`src/rtl/bmon_pkg.sv`:
```
package bmon_pkg;

    typedef enum logic [1:0] {
        TR_IDLE   = 2'd0,
        TR_BUSY   = 2'd1,
        TR_NONSEQ = 2'd2,
        TR_SEQ    = 2'd3
    } trans_t;

    typedef enum logic [1:0] {
        MON_IDLE  = 2'd0,
        MON_BURST = 2'd1,
        MON_END   = 2'd2
    } mon_state_t;

    typedef struct packed {
        logic       wrap;    // offset stays inside the aligned span
        logic       fixed;   // beat count is known
        logic [2:0] len_lg;  // log2 of the beat count
    } burst_info_t;

    function automatic burst_info_t decode_burst(input logic [2:0] kind);
        burst_info_t info;
        info.wrap   = (kind >= 3'd2) && !kind[0];
        info.fixed  = (kind != 3'd1);
        info.len_lg = (kind >= 3'd2) ? ({1'b0, kind[2:1]} + 3'd1) : 3'd0;
        return info;
    endfunction

endpackage

```
`src/rtl/bmon_predict.sv`:
```
module bmon_predict #(
    parameter int AW = 32
) (
    input  logic [AW-1:0] start_addr,
    input  logic [2:0]    size_lg,
    input  logic [2:0]    len_lg,
    input  logic          wrap,
    input  logic [AW-1:0] beat_idx,
    output logic [AW-1:0] exp_addr
);
    localparam logic [AW-1:0] ONE = {{(AW-1){1'b0}}, 1'b1};

    logic [AW-1:0] linear;
    logic [3:0]    span_lg;
    logic [AW-1:0] span_mask;

    always_comb begin
        linear    = start_addr + (beat_idx << size_lg);
        span_lg   = {1'b0, len_lg} + {1'b0, size_lg};
        span_mask = (ONE << span_lg) - ONE;
        if (wrap) exp_addr = (start_addr & ~span_mask) | (linear & span_mask);
        else      exp_addr = linear;
    end
endmodule

```
`src/rtl/bmon_err_latch.sv`:
```
module bmon_err_latch #(
    parameter int AW = 32
) (
    input  logic          clk,
    input  logic          rst_n,
    input  logic          flag,
    input  logic [AW-1:0] exp_addr,
    input  logic [AW-1:0] obs_addr,
    output logic          pulse,
    output logic          sticky,
    output logic [AW-1:0] first_exp,
    output logic [AW-1:0] first_obs
);
    always_ff @(posedge clk or negedge rst_n) begin
        if (!rst_n) begin
            pulse     <= 1'b0;
            sticky    <= 1'b0;
            first_exp <= '0;
            first_obs <= '0;
        end else begin
            pulse <= flag;
            if (flag) sticky <= 1'b1;
            if (flag && !sticky) begin
                first_exp <= exp_addr;
                first_obs <= obs_addr;
            end
        end
    end
endmodule

```
`src/rtl/burst_addr_monitor.sv`:
```
module burst_addr_monitor
    import bmon_pkg::*;
#(
    parameter int AW = 32
) (
    input  logic          clk,
    input  logic          rst_n,
    input  logic [1:0]    bus_trans,
    input  logic [AW-1:0] bus_addr,
    input  logic [2:0]    bus_burst,
    input  logic [2:0]    bus_size,
    input  logic          bus_ready,
    output logic          mismatch_pulse,
    output logic          err_sticky,
    output logic [AW-1:0] first_exp_addr,
    output logic [AW-1:0] first_obs_addr
);
    localparam logic [AW-1:0] ONE = {{(AW-1){1'b0}}, 1'b1};

    mon_state_t    state_q, state_d;
    logic [AW-1:0] cap_start;
    logic [2:0]    cap_burst;
    logic [2:0]    cap_size;
    logic [AW-1:0] beat_cnt;
    burst_info_t   cap_info, new_info;
    logic [AW-1:0] exp_addr;
    logic [AW-1:0] last_idx;
    logic          flag, load, adv;

    assign cap_info = decode_burst(cap_burst);
    assign new_info = decode_burst(bus_burst);
    assign last_idx = (ONE << cap_info.len_lg) - ONE;

    bmon_predict #(.AW(AW)) u_predict (
        .start_addr (cap_start),
        .size_lg    (cap_size),
        .len_lg     (cap_info.len_lg),
        .wrap       (cap_info.wrap),
        .beat_idx   (beat_cnt),
        .exp_addr   (exp_addr)
    );

    // state register
    always_ff @(posedge clk or negedge rst_n) begin
        if (!rst_n) state_q <= MON_IDLE;
        else        state_q <= state_d;
    end

    // capture and beat counter
    always_ff @(posedge clk or negedge rst_n) begin
        if (!rst_n) begin
            cap_start <= '0;
            cap_burst <= '0;
            cap_size  <= '0;
            beat_cnt  <= '0;
        end else if (load) begin
            cap_start <= bus_addr;
            cap_burst <= bus_burst;
            cap_size  <= bus_size;
            beat_cnt  <= ONE;
        end else if (adv) begin
            beat_cnt  <= beat_cnt + ONE;
        end
    end

    // next state and beat judgement
    always_comb begin
        state_d = state_q;
        flag    = 1'b0;
        load    = 1'b0;
        adv     = 1'b0;
        if (bus_ready) begin
            unique case (trans_t'(bus_trans))
                TR_NONSEQ: begin
                    load    = 1'b1;
                    state_d = (new_info.fixed && new_info.len_lg == 3'd0)
                              ? MON_END : MON_BURST;
                end
                TR_SEQ: begin
                    if (state_q == MON_BURST) begin
                        adv = 1'b1;
                        if (bus_addr != exp_addr || bus_burst != cap_burst ||
                            bus_size != cap_size)
                            flag = 1'b1;
                        if (cap_info.fixed && beat_cnt == last_idx)
                            state_d = MON_END;
                    end else begin
                        flag = 1'b1;
                    end
                end
                TR_IDLE: state_d = MON_IDLE;
                TR_BUSY: state_d = state_q;
            endcase
        end
    end

    bmon_err_latch #(.AW(AW)) u_err (
        .clk       (clk),
        .rst_n     (rst_n),
        .flag      (flag),
        .exp_addr  (exp_addr),
        .obs_addr  (bus_addr),
        .pulse     (mismatch_pulse),
        .sticky    (err_sticky),
        .first_exp (first_exp_addr),
        .first_obs (first_obs_addr)
    );
endmodule

```
`config.mk`:
```
export PLATFORM = sky130hd
export DESIGN_NAME = burst_addr_monitor
export DESIGN_NICKNAME = d
export VERILOG_FILES = /design/src/rtl/bmon_pkg.sv /design/src/rtl/bmon_predict.sv /design/src/rtl/bmon_err_latch.sv /design/src/rtl/burst_addr_monitor.sv
export SDC_FILE = /design/constraint.sdc
export NUM_CORES = 1
export LEC_CHECK = 0
export ABC_AREA = 1
export BUFFER_PORTS_ARGS = -buffer_cell sky130_fd_sc_hd__buf_2
export CAP_MARGIN = 40
export CORE_ASPECT_RATIO = 1.2
export CORE_MARGIN = 1
export CORE_UTILIZATION = 30
export DETAILED_ROUTE_END_ITERATION = 10
export PLACE_DENSITY = 0.48
export REMOVE_ABC_BUFFERS = 1
export SLEW_MARGIN = 20
export SYNTH_ARGS = -nofsm -noshare
export SYNTH_HDL_FRONTEND = slang
export SYNTH_SLANG_ARGS = --single-unit
```
`constraint.sdc`:
```
create_clock -name clk -period 3.7 [get_ports clk]
set_input_delay 0.185 -clock clk [delete_from_list [all_inputs] [get_ports clk]]
set_output_delay 0.185 -clock clk [all_outputs]
set_load 0.01 [all_outputs]
```
==> results_dict.tcl <==
set metrics [dict create \
    status "finished, violations left" \
    violations "negative setup slack" \
    fillers 3847 \
    synth_cells 1763 \
    first_global_vias 11886 \
    multiInputGateArea_mm2 0.00684 \
    cts_buffers 17 \
    drt_iter0_drc 719 \
    wl_per_cell_um 14.5 \
    path_common_cell "nand2_1" \
    cts_buffer_depth 2 \
    reg2reg_depth 28 \
    row_count 77 \
    fin_cells 2628 \
    worst_pin_slew_ns 0.917 \
    synth_edf_count 0 \
    portBuffers 108 \
    gr-total-overflow 0 \
    met2_wirelength_mm 18.8 \
    antenna_cells 0 \
    cp_max_fo 12 \
    slowest_delay_ns 0.60 \
    io_pins 109 \
    dieArea_mm2 0.0382 \
    ys_warn_count 0 \
    async_flop_share_pct 100 \
    cts_root_buffer "clkbuf_16" \
    clk_latency_ns 0.46 \
    final_hold_viol_count 0 \
    setup_viol 66 \
    wl_met1_mm 17.3 \
    cts.sinks 138 \
    r2r-start "cap_size[0]" \
    most-common-layout-cells "617 x nand2_1, 269 x buf_4, 241 x inv_1" \
    synth_flop_cell "dfrtp_1" \
    leakagePower_nw 8.63 \
    area_growth_pct 39.5 \
    skew_ns 0.0135 \
    highest_layer "met4" \
    dp.cells 2549 \
    r2r_end "u_err.first_obs[13]" \
    timing.setup.tns_ns -34.32 \
    finalNetCount 2232 \
    synthTopCellsByArea "dfrtp_1 31%, nand2_1 21%, inv_1 8.1%, nand3_1 5.8%, o21ai_0 5.4%" \
    tritoncts "yes" \
    cts-htree-levels 4 \
    synth_top_cell_area_share_pct 30.8 \
    viasPerCell 4.67 \
    layout-drive-gt1-share_pct 24.7 \
    netlist_area_mm2 0.0112 \
    syn_area_per_cell_um2 6.37 \
    crit_path_start_kind "flop" \
    cp.required_ns 4.09 \
    wl_met3_mm 1.02 \
    start_util_pct 30.5 \
    rsz0062_at_grt "yes" \
    finalWorstSetupSlack_ns -0.551 \
    setup.worst_path.end_class "flop" \
    seq_area_frac_synth_pct 30.8 \
    track_usage_pct 20.5 \
    grt_first_pass_wirelength_mm 60.6 \
    hold_path.class "in2reg" \
    r2r_setup_slack_ns -0.55 \
    fin_crit_ns 4.25 \
    clkTransAtPathRegs_ns 0.06 \
    yosysTopAreaCell "dfrtp_1" \
    fmax_ghz 0.235 \
    routed_wirelength_mm 38.2 \
    die_y_um 214 \
    grt_antenna_before_repair 0 \
    ys_ff_latch 138 \
    regArea_mm2 0.00345 \
    dr_total_vias 12281 \
    cp_data_arrival_time_ns 4.64 \
    ys_types 46 \
    remaining_drc_errors 0 \
    slew_headroom_pct 38.3 \
    ant_nets 0 \
    drtPass1Iterations 5 \
    fp.coreArea_mm2 0.0368 \
    layout_commonest_cell "nand2_1" \
    cp_slowest_cell "fa_2" \
    power.density_mw_per_mm2 464 \
    holdPathStages 3 \
    period_share_pct 115 \
    die_x_um 179 \
    routabilityCongestion 0.948 \
    grt_max_degree 67 \
    slew_viol_final 0 \
    peakVddDrop_v 0.000362 \
    critPathKind "reg2reg" \
    hpwl_mm 29.6 \
    cap_violations 0 \
    hp-start "bus_size[0]" \
    min_to "cap_size[0]" \
]
==> flip-flops by register name, indices dropped and copies added, names as in the netlist <==
register         cells
cap_size             3
u_err.pulse          1
beat_cnt            32
cap_burst            3
state_q              2
cap_start           32
u_err.first_exp     32
u_err.first_obs     32
u_err.sticky         1
==> final cells by class <==
cell class / instances / area share (%)
Sequential cell: 138 / 22.1
Clock buffer: 18 / 2.74
Inverter: 251 / 6.03
Clock inverter: 14 / 1.09
Tap cell: 474 / 3.79
Timing Repair Buffer: 419 / 20.6
Multi-Input combinational cell: 1314 / 43.7
==> critical path, delay by kind of cell, from the launching register on <==
family	cells	cell delay [ns]
DFF	1	0.43
and+or+nand+nor	15	1.42
buffers and inverters	8	1.02
AOI/OAI and AO/OA	2	0.31
adders and majority gates	3	0.98
==> routing by layer <==
metal | track usage (%) | up-vias
met4 | 7.10 | 0
met5 | 0 | -
li1 | - | 6442
met3 | 2.66 | 46
met2 | 36.3 | 164
met1 | 25.4 | 5629
==> cell families after synthesis <==
| logic type | count (synthesis) | share of synthesized area [%] |
|---|---|---|
| flip-flops | 138 | 30.8 |
| buffers and inverters | 311 | 11.1 |
| AO/OA/AOI/OAI | 190 | 8.98 |
| AND/OR/NAND/NOR | 1026 | 39.5 |
| XOR/XNOR | 23 | 1.80 |
| adder cells (fa/ha/maj) | 48 | 5.49 |
| multiplexers | 27 | 2.41 |
==> worst max-delay path by stage <==
stage,startpoint,end,slack (ns),depth (start not counted)
finish,cap_size[0],u_err.first_obs[13],-0.55,28
global route,cap_size[0],u_err.first_exp[25],-0.76,28
CTS,cap_size[0],u_err.first_obs[13],-0.55,28
detailed placement,cap_burst[1],u_err.first_exp[26],-0.71,27
global placement,cap_burst[1],u_err.first_exp[31],-0.58,27
floorplan,cap_size[1],u_err.first_exp[0],-2.89,19
==> synthesized netlist by cell type (5+ instances only) <==
library cell	count
buf_4	8
nand2_1	636
ha_1	46
buf_1	7
or2_2	16
o21a_1	5
nand4_1	88
xnor2_1	12
nor3_1	23
nand3_1	130
nor2_1	95
inv_1	243
o211ai_1	6
buf_6	5
mux2i_1	27
xor2_1	11
nor4_1	13
a21oi_1	43
dfrtp_1	138
clkbuf_1	35
buf_2	5
o21ai_0	121
inv_2	5
nand3b_1	5
==> where the power goes <==
group / internal [mW] / total, mW / switching, mW
Clock: 1.06 / 1.81 / 0.750
Sequential: 1.60 / 1.71 / 0.109
Combinational: 1.71 / 3.75 / 2.04
==> what timing repair did <==
item,in CTS,in global routing
buffers inserted,10,11
hold buffers,22,0
endpoints found under the hold margin,68,0
setup endpoints to repair,66,66
resized for setup,37,81
pin swaps,12,19
cloned,3,1
==> per-stage QoR <==
| step | setup slack [ns] | hold slack, ns | utilization, % | power [mW] | area, um2 |
|---|---|---|---|---|---|
| 6_report | -0.551 | 0.0119 | 42.5 | 7.27 | 15700 |
| 5_1_grt | -0.764 | 0.0156 | 42.5 | 7.84 | 15700 |
| 4_1_cts | -0.545 | 0.000211 | 41.5 | 7.16 | 15300 |
| 3_5_place_dp | -0.715 | 0.161 | 38.5 | 5.23 | 14200 |
| 3_3_place_gp | -0.578 | 0.355 | 38.4 | 5.20 | 14100 |
| 2_1_floorplan | -2.89 | -0.111 | - | 3.55 | 10900 |
Note: power is estimated with default switching activity, not from simulation.
